[src/rtl/ext_irq_latch.sv]
module ext_irq_latch #(
  parameter int PORT_W = 4
) (
  input  logic              clk,
  input  logic              rst_n,
  input  logic              irq_n_pin,
  input  logic [PORT_W-1:0] port_pins,
  input  logic              cfg_port_en,
  input  logic              cfg_level,
  input  logic              irq_en,
  input  logic              cpu_mask,
  input  logic              ack_clr,
  input  logic              vec_fetch,
  output logic              cpu_req,
  output logic              pend_flag,
  output logic              pin_level
);

  logic [1:0]        irq_sr;
  logic [PORT_W-1:0] port_s1, port_s2;
  logic              act_d, pend_q;
  logic              irq_sync, comb_act, set_evt, clr_evt;

  assign irq_sync = irq_sr[1];
  assign comb_act = ~irq_sync | (cfg_port_en & (|port_s2));
  assign set_evt  = (comb_act & ~act_d) | (cfg_level & comb_act);
  assign clr_evt  = ack_clr | vec_fetch;

  always_ff @(posedge clk or negedge rst_n) begin
    if (!rst_n) begin
      irq_sr  <= 2'b11;
      port_s1 <= '0;
      port_s2 <= '0;
      act_d   <= 1'b0;
      pend_q  <= 1'b0;
    end else begin
      irq_sr  <= {irq_sr[0], irq_n_pin};
      port_s1 <= port_pins;
      port_s2 <= port_s1;
      act_d   <= comb_act;
      if (set_evt)      pend_q <= 1'b1;
      else if (clr_evt) pend_q <= 1'b0;
    end
  end

  assign pend_flag = pend_q;
  assign cpu_req   = pend_q & irq_en & ~cpu_mask;
  assign pin_level = irq_sync;

  AST_REQ_GATED: assert property (@(posedge clk) disable iff (!rst_n)
    cpu_req |-> (pend_flag && irq_en && !cpu_mask));
  AST_CLEAR_TAKES: assert property (@(posedge clk) disable iff (!rst_n)
    (clr_evt && !set_evt) |=> !pend_flag);
  AST_SET_WINS: assert property (@(posedge clk) disable iff (!rst_n)
    set_evt |=> pend_flag);
  AST_LEVEL_HOLDS: assert property (@(posedge clk) disable iff (!rst_n)
    (cfg_level && comb_act) |=> pend_flag);
  AST_PORT_IGNORED: assert property (@(posedge clk) disable iff (!rst_n)
    (!cfg_port_en && irq_sync && !pend_flag) |=> !pend_flag);

endmodule

[config.mk]
export PLATFORM = sky130hd
export DESIGN_NAME = ext_irq_latch
export DESIGN_NICKNAME = d
export VERILOG_FILES = /design/src/rtl/ext_irq_latch.sv
export SDC_FILE = /design/constraint.sdc
export NUM_CORES = 1
export LEC_CHECK = 0
export BUFFER_PORTS_ARGS = -buffer_cell sky130_fd_sc_hd__buf_2
export CORE_UTILIZATION = 25
export CTS_BUF_LIST = sky130_fd_sc_hd__clkbuf_16
export DETAILED_ROUTE_END_ITERATION = 8
export PLACE_DENSITY_LB_ADDON = 0.25
export REMOVE_ABC_BUFFERS = 1
export SLEW_MARGIN = 5
export SYNTH_ARGS = -nofsm -noshare
export SYNTH_HDL_FRONTEND = slang
export SYNTH_SLANG_ARGS = --single-unit
[constraint.sdc]
create_clock -name clk -period 2.1 [get_ports clk]
set_input_delay 0.42 -clock clk [delete_from_list [all_inputs] [get_ports clk]]
set_output_delay 0.42 -clock clk [all_outputs]
set_load 0.005 [all_outputs]
==> results_dict.tcl, run 1 <==
set metrics [dict create \
    status "complete, no violations" \
    core_sq_um 1301 \
    instances_no_fill 55 \
    hold_slack_ns 0.05520 \
    rr_worst_depth 3 \
    die_area_sq_um 1560 \
    crit_path_start_kind "flip-flop" \
    maxSlewViolCount 0 \
    tns_ns 0 \
    yosysMostFrequentCell "dfrtp_1" \
    synth_area_leader_cell "dfrtp_1" \
    intPower_uw 509.7 \
    async_flop_share_pct 100.0 \
    ys_ff_latch 12 \
    tightest_slew_ns 0.2675 \
    relSlewSlack_pct 82.17 \
    synthMuxAreaShare_pct 0 \
    netSwitchingPower_uw 105.0 \
    drc 0 \
    cts.sinks 12 \
    grt.overflow.total 0 \
    synth_top_flop_cell "dfrtp_1" \
    area_delta_synth_final_pct 49.11 \
    setup_viol 0 \
    io_buffers 15 \
    die_h_um 39.50 \
    finalCritPeriodShare_pct 60.75 \
    grt_pass1_vias 198 \
    cp.depth 1 \
    worstPathArrival_ns 0.86 \
    fin_skew_ns 0.0003478 \
    seq_area_sq_um 302.8 \
    combPwrFrac_pct 4.1 \
    yosysSeqAreaShare_pct 86.12 \
    pwr-share-clk_pct 55.2 \
    leakage_nw 0.2568 \
    gp_congestion 0.5049 \
    synthSimpleGateAreaFrac_pct 8.185 \
    syn_avg_cell_area_sq_um 16.74 \
    synth_top_family_by_area "simple AND/OR/NAND/NOR gates" \
    placed_area_sq_um 445.4 \
    required_ns 1.68 \
    synth_xor_area_share_pct 0 \
    cts-root-buf "clkbuf_16" \
    tritoncts "done" \
    cts_max_path_buffers 2 \
    ioPinCount 16 \
    cts.clk_slew.worst_paths_ns 0.04 \
    endpoint "pin_level" \
    drt_iter0_markers 0 \
    synth_common_cells "dfrtp_1 (10), dfstp_2 (2), nand2_1 (2), nor2_1 (2)" \
    critical_path_class "flip-flop to output port" \
    die_x_um 39.50 \
    vias_per_cell 3.982 \
    grt_pass1_wl_um 724 \
    via_count 219 \
    synth_enable_flop_cells 0 \
    grt_max_degree 13 \
    synth-compound-area-share_pct 4.626 \
    r2r_start "port_s2[1]" \
    num_rows 13 \
    clock.fmax_ghz 0.7839 \
    track_usage_pct 7.683 \
    cts_max_level 1 \
    syn_area_sq_um 351.6 \
    crit_chain "buf_2" \
    startpoint "irq_sr[1]" \
    synth_top_area_share_pct 71.17 \
    cap_viol_max_count 0 \
    top_usage_layer "met2" \
    critPathTopFamily "flip-flops" \
    worstSetupEndpointType "output port" \
    drive_gt1_share_pct 52.50 \
    vdd_ir_drop_max_v 0.0005137 \
    hp-class "input pin to async pin" \
    stdcell_area_sq_um 524.3 \
    dp_cells 51 \
    cp_slowest_stage_delay_ns 0.52 \
    slowest_stage "dfstp_2" \
    rsz0062_at_grt "no" \
    routed_wl_um 537 \
    synth_fa_ha_area_share_pct 0 \
    wl_per_cell_um 9.764 \
    fill_cells 138 \
    multi_input_area_sq_um 45.04 \
    ys_warn_count 0 \
    drt-pass1-iter-count 1 \
    ctsHoldBuffers 0 \
    p_seq_share_pct 40.7 \
    drtAntennaViolNets 0 \
    gr-usage-met2_pct 11.89 \
    postCtsSetupRepairBufs 0 \
    worstPathMaxFanout 2 \
    cts_buffers 3 \
    powerDensity_nw_per_um2 1173 \
    swShare_pct 17.08 \
    rr_endpoint "pend_flag" \
    period_needed_ns 1.276 \
    ys_types 9 \
    antenna_cells 0 \
    r2r_slack_ns 0.85 \
    postCtsResizedCells 0 \
    initial_utilization_pct 27.02 \
    antenna_found_initial 0 \
    worst-path-buf-inv 1 \
    clkLatencyLatePin_ns 0.23 \
    use_met3_pct 5.114 \
    postSynthCellCount 21 \
    nNetsFinal 54 \
    gr-usage-met1_pct 7.220 \
    finalHoldViolCount 0 \
    synthTopCellsByArea "dfrtp_1 (71%), dfstp_2 (15%), a21boi_2 (3.2%)" \
]
==> power groups by stage <==
stage          logic, mW  clock network [mW]  registers, mW
6_report          0.0253               0.339          0.250
5_1_grt           0.0291               0.359          0.251
4_1_cts           0.0260               0.347          0.251
3_5_place_dp      0.0261                   0          0.254
3_3_place_gp      0.0249                   0          0.253
2_1_floorplan    0.00595                   0          0.253
==> cell families after synthesis <==
group	Yosys count
flip-flops	12
AND/OR/NAND/NOR	6
AO/OA/AOI/OAI	2
buffers and inverters	1
==> metrics by stage <==
| step | utilization (%) | power [mW] | worst slack, ns |
|---|---|---|---|
| floorplan | - | 0.2590 | 0.8934 |
| global placement | 34.23 | 0.2781 | 0.8809 |
| detailed placement | 34.23 | 0.2799 | 0.8467 |
| CTS | 40.29 | 0.6233 | 0.8197 |
| global route | 40.29 | 0.6400 | 0.7832 |
| finish | 40.29 | 0.6148 | 0.8244 |
==> cell type report <==
type,instances,area share (%)
inverter,1,0.7160
tap,15,3.580
sequential,12,57.76
clock inverter,1,0.7160
timing repair buffer,15,14.32
multi-input combinational,8,8.592
clock buffer,3,14.32
==> state kept, by name (all words and copies together), names as in the netlist <==
| signal | flops |
|---|---|
| irq_sr | 2 |
| port_s2 | 4 |
| act_d | 1 |
| port_s1 | 4 |
| pend_flag | 1 |
==> how the worst min path moves through the flow <==
| stage | to | slack (ns) |
|---|---|---|
| final | port_s1[0] | 0.06 |
| after global routing | port_s1[1] | 0.06 |
| after CTS | port_s1[1] | 0.06 |
| after detailed placement | port_s1[1] | 0.31 |
| after global placement | port_s1[0] | 0.30 |
| after floorplan | act_d | 0.12 |
==> cell usage in the layout (no fill, tap or decap), drive strengths merged <==
master  Yosys  layout
or4         1       1
dfstp       2       2
a21boi      1       1
nand2       2       2
nor2        2       2
o21ai       1       1
dfrtp      10      10
clkbuf      0       3
inv         1       2
nor2b       1       1
buf         0      15
==> routing by layer <==
| metal | share of wire, % | up-vias |
|---|---|---|
| met4 | 2.8 | 0 |
| li1 | - | 104 |
| met3 | 8.6 | 2 |
| met1 | 40 | 100 |
| met5 | 0 | - |
| met2 | 48 | 13 |
(Power assumes the default switching activity.)
==> run 2: changes to the inputs <==
==> constraint.sdc (replaced) <==
create_clock -name clk -period 1.2 [get_ports clk]
set_input_delay 0.24 -clock clk [delete_from_list [all_inputs] [get_ports clk]]
set_output_delay 0.24 -clock clk [all_outputs]
set_load 0.005 [all_outputs]
==> results_dict.tcl, run 2 (same netlist as run 1, synthesis figures left out) <==
set metrics [dict create \
    cap_viol_max_count 0 \
    vias_per_cell 4.000 \
    die_h_um 39.50 \
    ioPinCount 16 \
    netSwitchingPower_uw 185.2 \
    placed_area_sq_um 445.4 \
    area_delta_synth_final_pct 53.02 \
    violations "negative setup slack" \
    fin_util_pct 41.35 \
    worstPathMaxFanout 2 \
    cts_max_path_buffers 2 \
    die_area_sq_um 1560 \
    stdcell_area_sq_um 538.0 \
    final_common_cell "buf_2" \
    vdd_ir_drop_max_v 0.0008852 \
    crit_path_start_kind "flip-flop" \
    tritoncts "done" \
    cts-root-buf "clkbuf_16" \
    gp_congestion 0.5049 \
    r2r_start "port_s2[2]" \
    hold_slack_ns 0.1031 \
    via_count 224 \
    powerDensity_nw_per_um2 2008 \
    worstPathArrival_ns 1.33 \
    relSlewSlack_pct 82.15 \
    rsz0062_at_grt "yes" \
    setup_viol 1 \
    clock.fmax_ghz 0.8256 \
    critical_path_class "flip-flop to flip-flop" \
    pwr-share-clk_pct 55.0 \
    status "finished with violations" \
    cts_max_level 1 \
    instances_no_fill 56 \
    hp-start "irq_n_pin" \
    grt_max_degree 13 \
    r2r_slack_ns -0.01 \
    finalCritPeriodShare_pct 100.9 \
    reg.largest.list "port_s1 (4), port_s2 (4), irq_sr (2)" \
    rr_endpoint "pend_flag" \
    min_path_cells 1 \
    routed_wl_um 540 \
    core_sq_um 1301 \
    maxSlewViolCount 0 \
    antenna_cells 0 \
    drt_iter0_markers 0 \
    crit_chain "or4_4 -> a21boi_2 -> o21ai_1" \
    dp_slack_ns -0.05328 \
    intPower_uw 895.1 \
    cts.sinks 12 \
    final_cell_mix "buf_2 (15), dfrtp_1 (10), clkbuf_16 (3)" \
    dp_cells 51 \
    required_ns 1.32 \
    num_rows 13 \
    total_power_mw 1.080 \
    tns_ns -0.01122 \
    grt_pass1_wl_um 765 \
    initial_utilization_pct 27.02 \
    hp-class "input pin to flip-flop" \
    antenna_found_initial 0 \
    drt-pass1-iter-count 1 \
    leakage_nw 0.2625 \
    clkLatencyLatePin_ns 0.23 \
    p_seq_share_pct 40.6 \
    track_usage_pct 8.163 \
    die_x_um 39.50 \
    slowest_stage "or4_4" \
    tightest_slew_ns 0.2677 \
    cts_buffers 3 \
    drc 0 \
    setup_slack_ns -0.01122 \
    cts.clk_slew.worst_paths_ns 0.04 \
    grt_pass1_vias 204 \
    worstSetupEndpointType "flip-flop" \
    swShare_pct 17.15 \
    combPwrFrac_pct 4.4 \
    period_needed_ns 1.211 \
    finalHoldViolCount 0 \
    io_buffers 15 \
    nNetsFinal 55 \
    cp_slowest_stage_delay_ns 0.53 \
    rr_worst_depth 3 \
    drive_gt1_share_pct 53.66 \
    postCtsSetupRepairBufs 0 \
    grt.overflow.total 0 \
    drtAntennaViolNets 0 \
    wl_per_cell_um 9.643 \
    whs_endpoint "irq_sr[0]" \
    fin_skew_ns 0.0004140 \
]
[run 2: layout make-up]
cell class | count | area [sq um]
Tap cell | 15 | 18.77
Sequential cell | 12 | 302.8
Inverter | 1 | 3.754
Clock inverter | 1 | 3.754
Timing Repair Buffer | 16 | 85.08
Multi-Input combinational cell | 8 | 48.80
Clock buffer | 3 | 75.07
Fill cell | 134 | 763.2
[run 2: how the worst max path moves through the flow]
stage,slack (ns),cells after the start,from,end
floorplan,-0.007,3,port_s2[1],pend_flag
global placement,-0.02,3,port_s2[1],pend_flag
detailed placement,-0.05,3,port_s2[1],pend_flag
CTS,-0.02,3,port_s2[2],pend_flag
global route,-0.04,3,port_s2[2],pend_flag
finish,-0.01,3,port_s2[2],pend_flag
[run 2: routing by layer]
metal / up-vias / GRT usage (%) / routed length [um]
met3: 2 / 5.114 / 46
met4: 0 / 5.172 / 15
met1: 103 / 7.942 / 214
li1: 106 / - / -
met2: 13 / 12.70 / 264
met5: - / 0 / 0
[run 2: power groups by stage]
stage	Combinational [mW]	Sequential (mW)	Clock (mW)
final	0.0476	0.439	0.594
after global routing	0.0546	0.441	0.629
after CTS	0.0489	0.439	0.607
after detailed placement	0.0456	0.444	0
after global placement	0.0436	0.443	0
after floorplan	0.0104	0.443	0
[run 2: critical path: cells and delay by family, from the launching register on]
kind / cells / cell delay [ns]
flip-flops: 1 / 0.35
AND/OR/NAND/NOR: 1 / 0.53
AO/OA/AOI/OAI: 2 / 0.22
[run 2: repair_timing]
| action | CTS | global route |
|---|---|---|
| endpoints found under the setup margin | 2 | 2 |
| gates resized for setup | 1 | 0 |
| pin swaps | 3 | 0 |
| endpoints found under the hold margin | 10 | 0 |
| hold buffers | 1 | 0 |
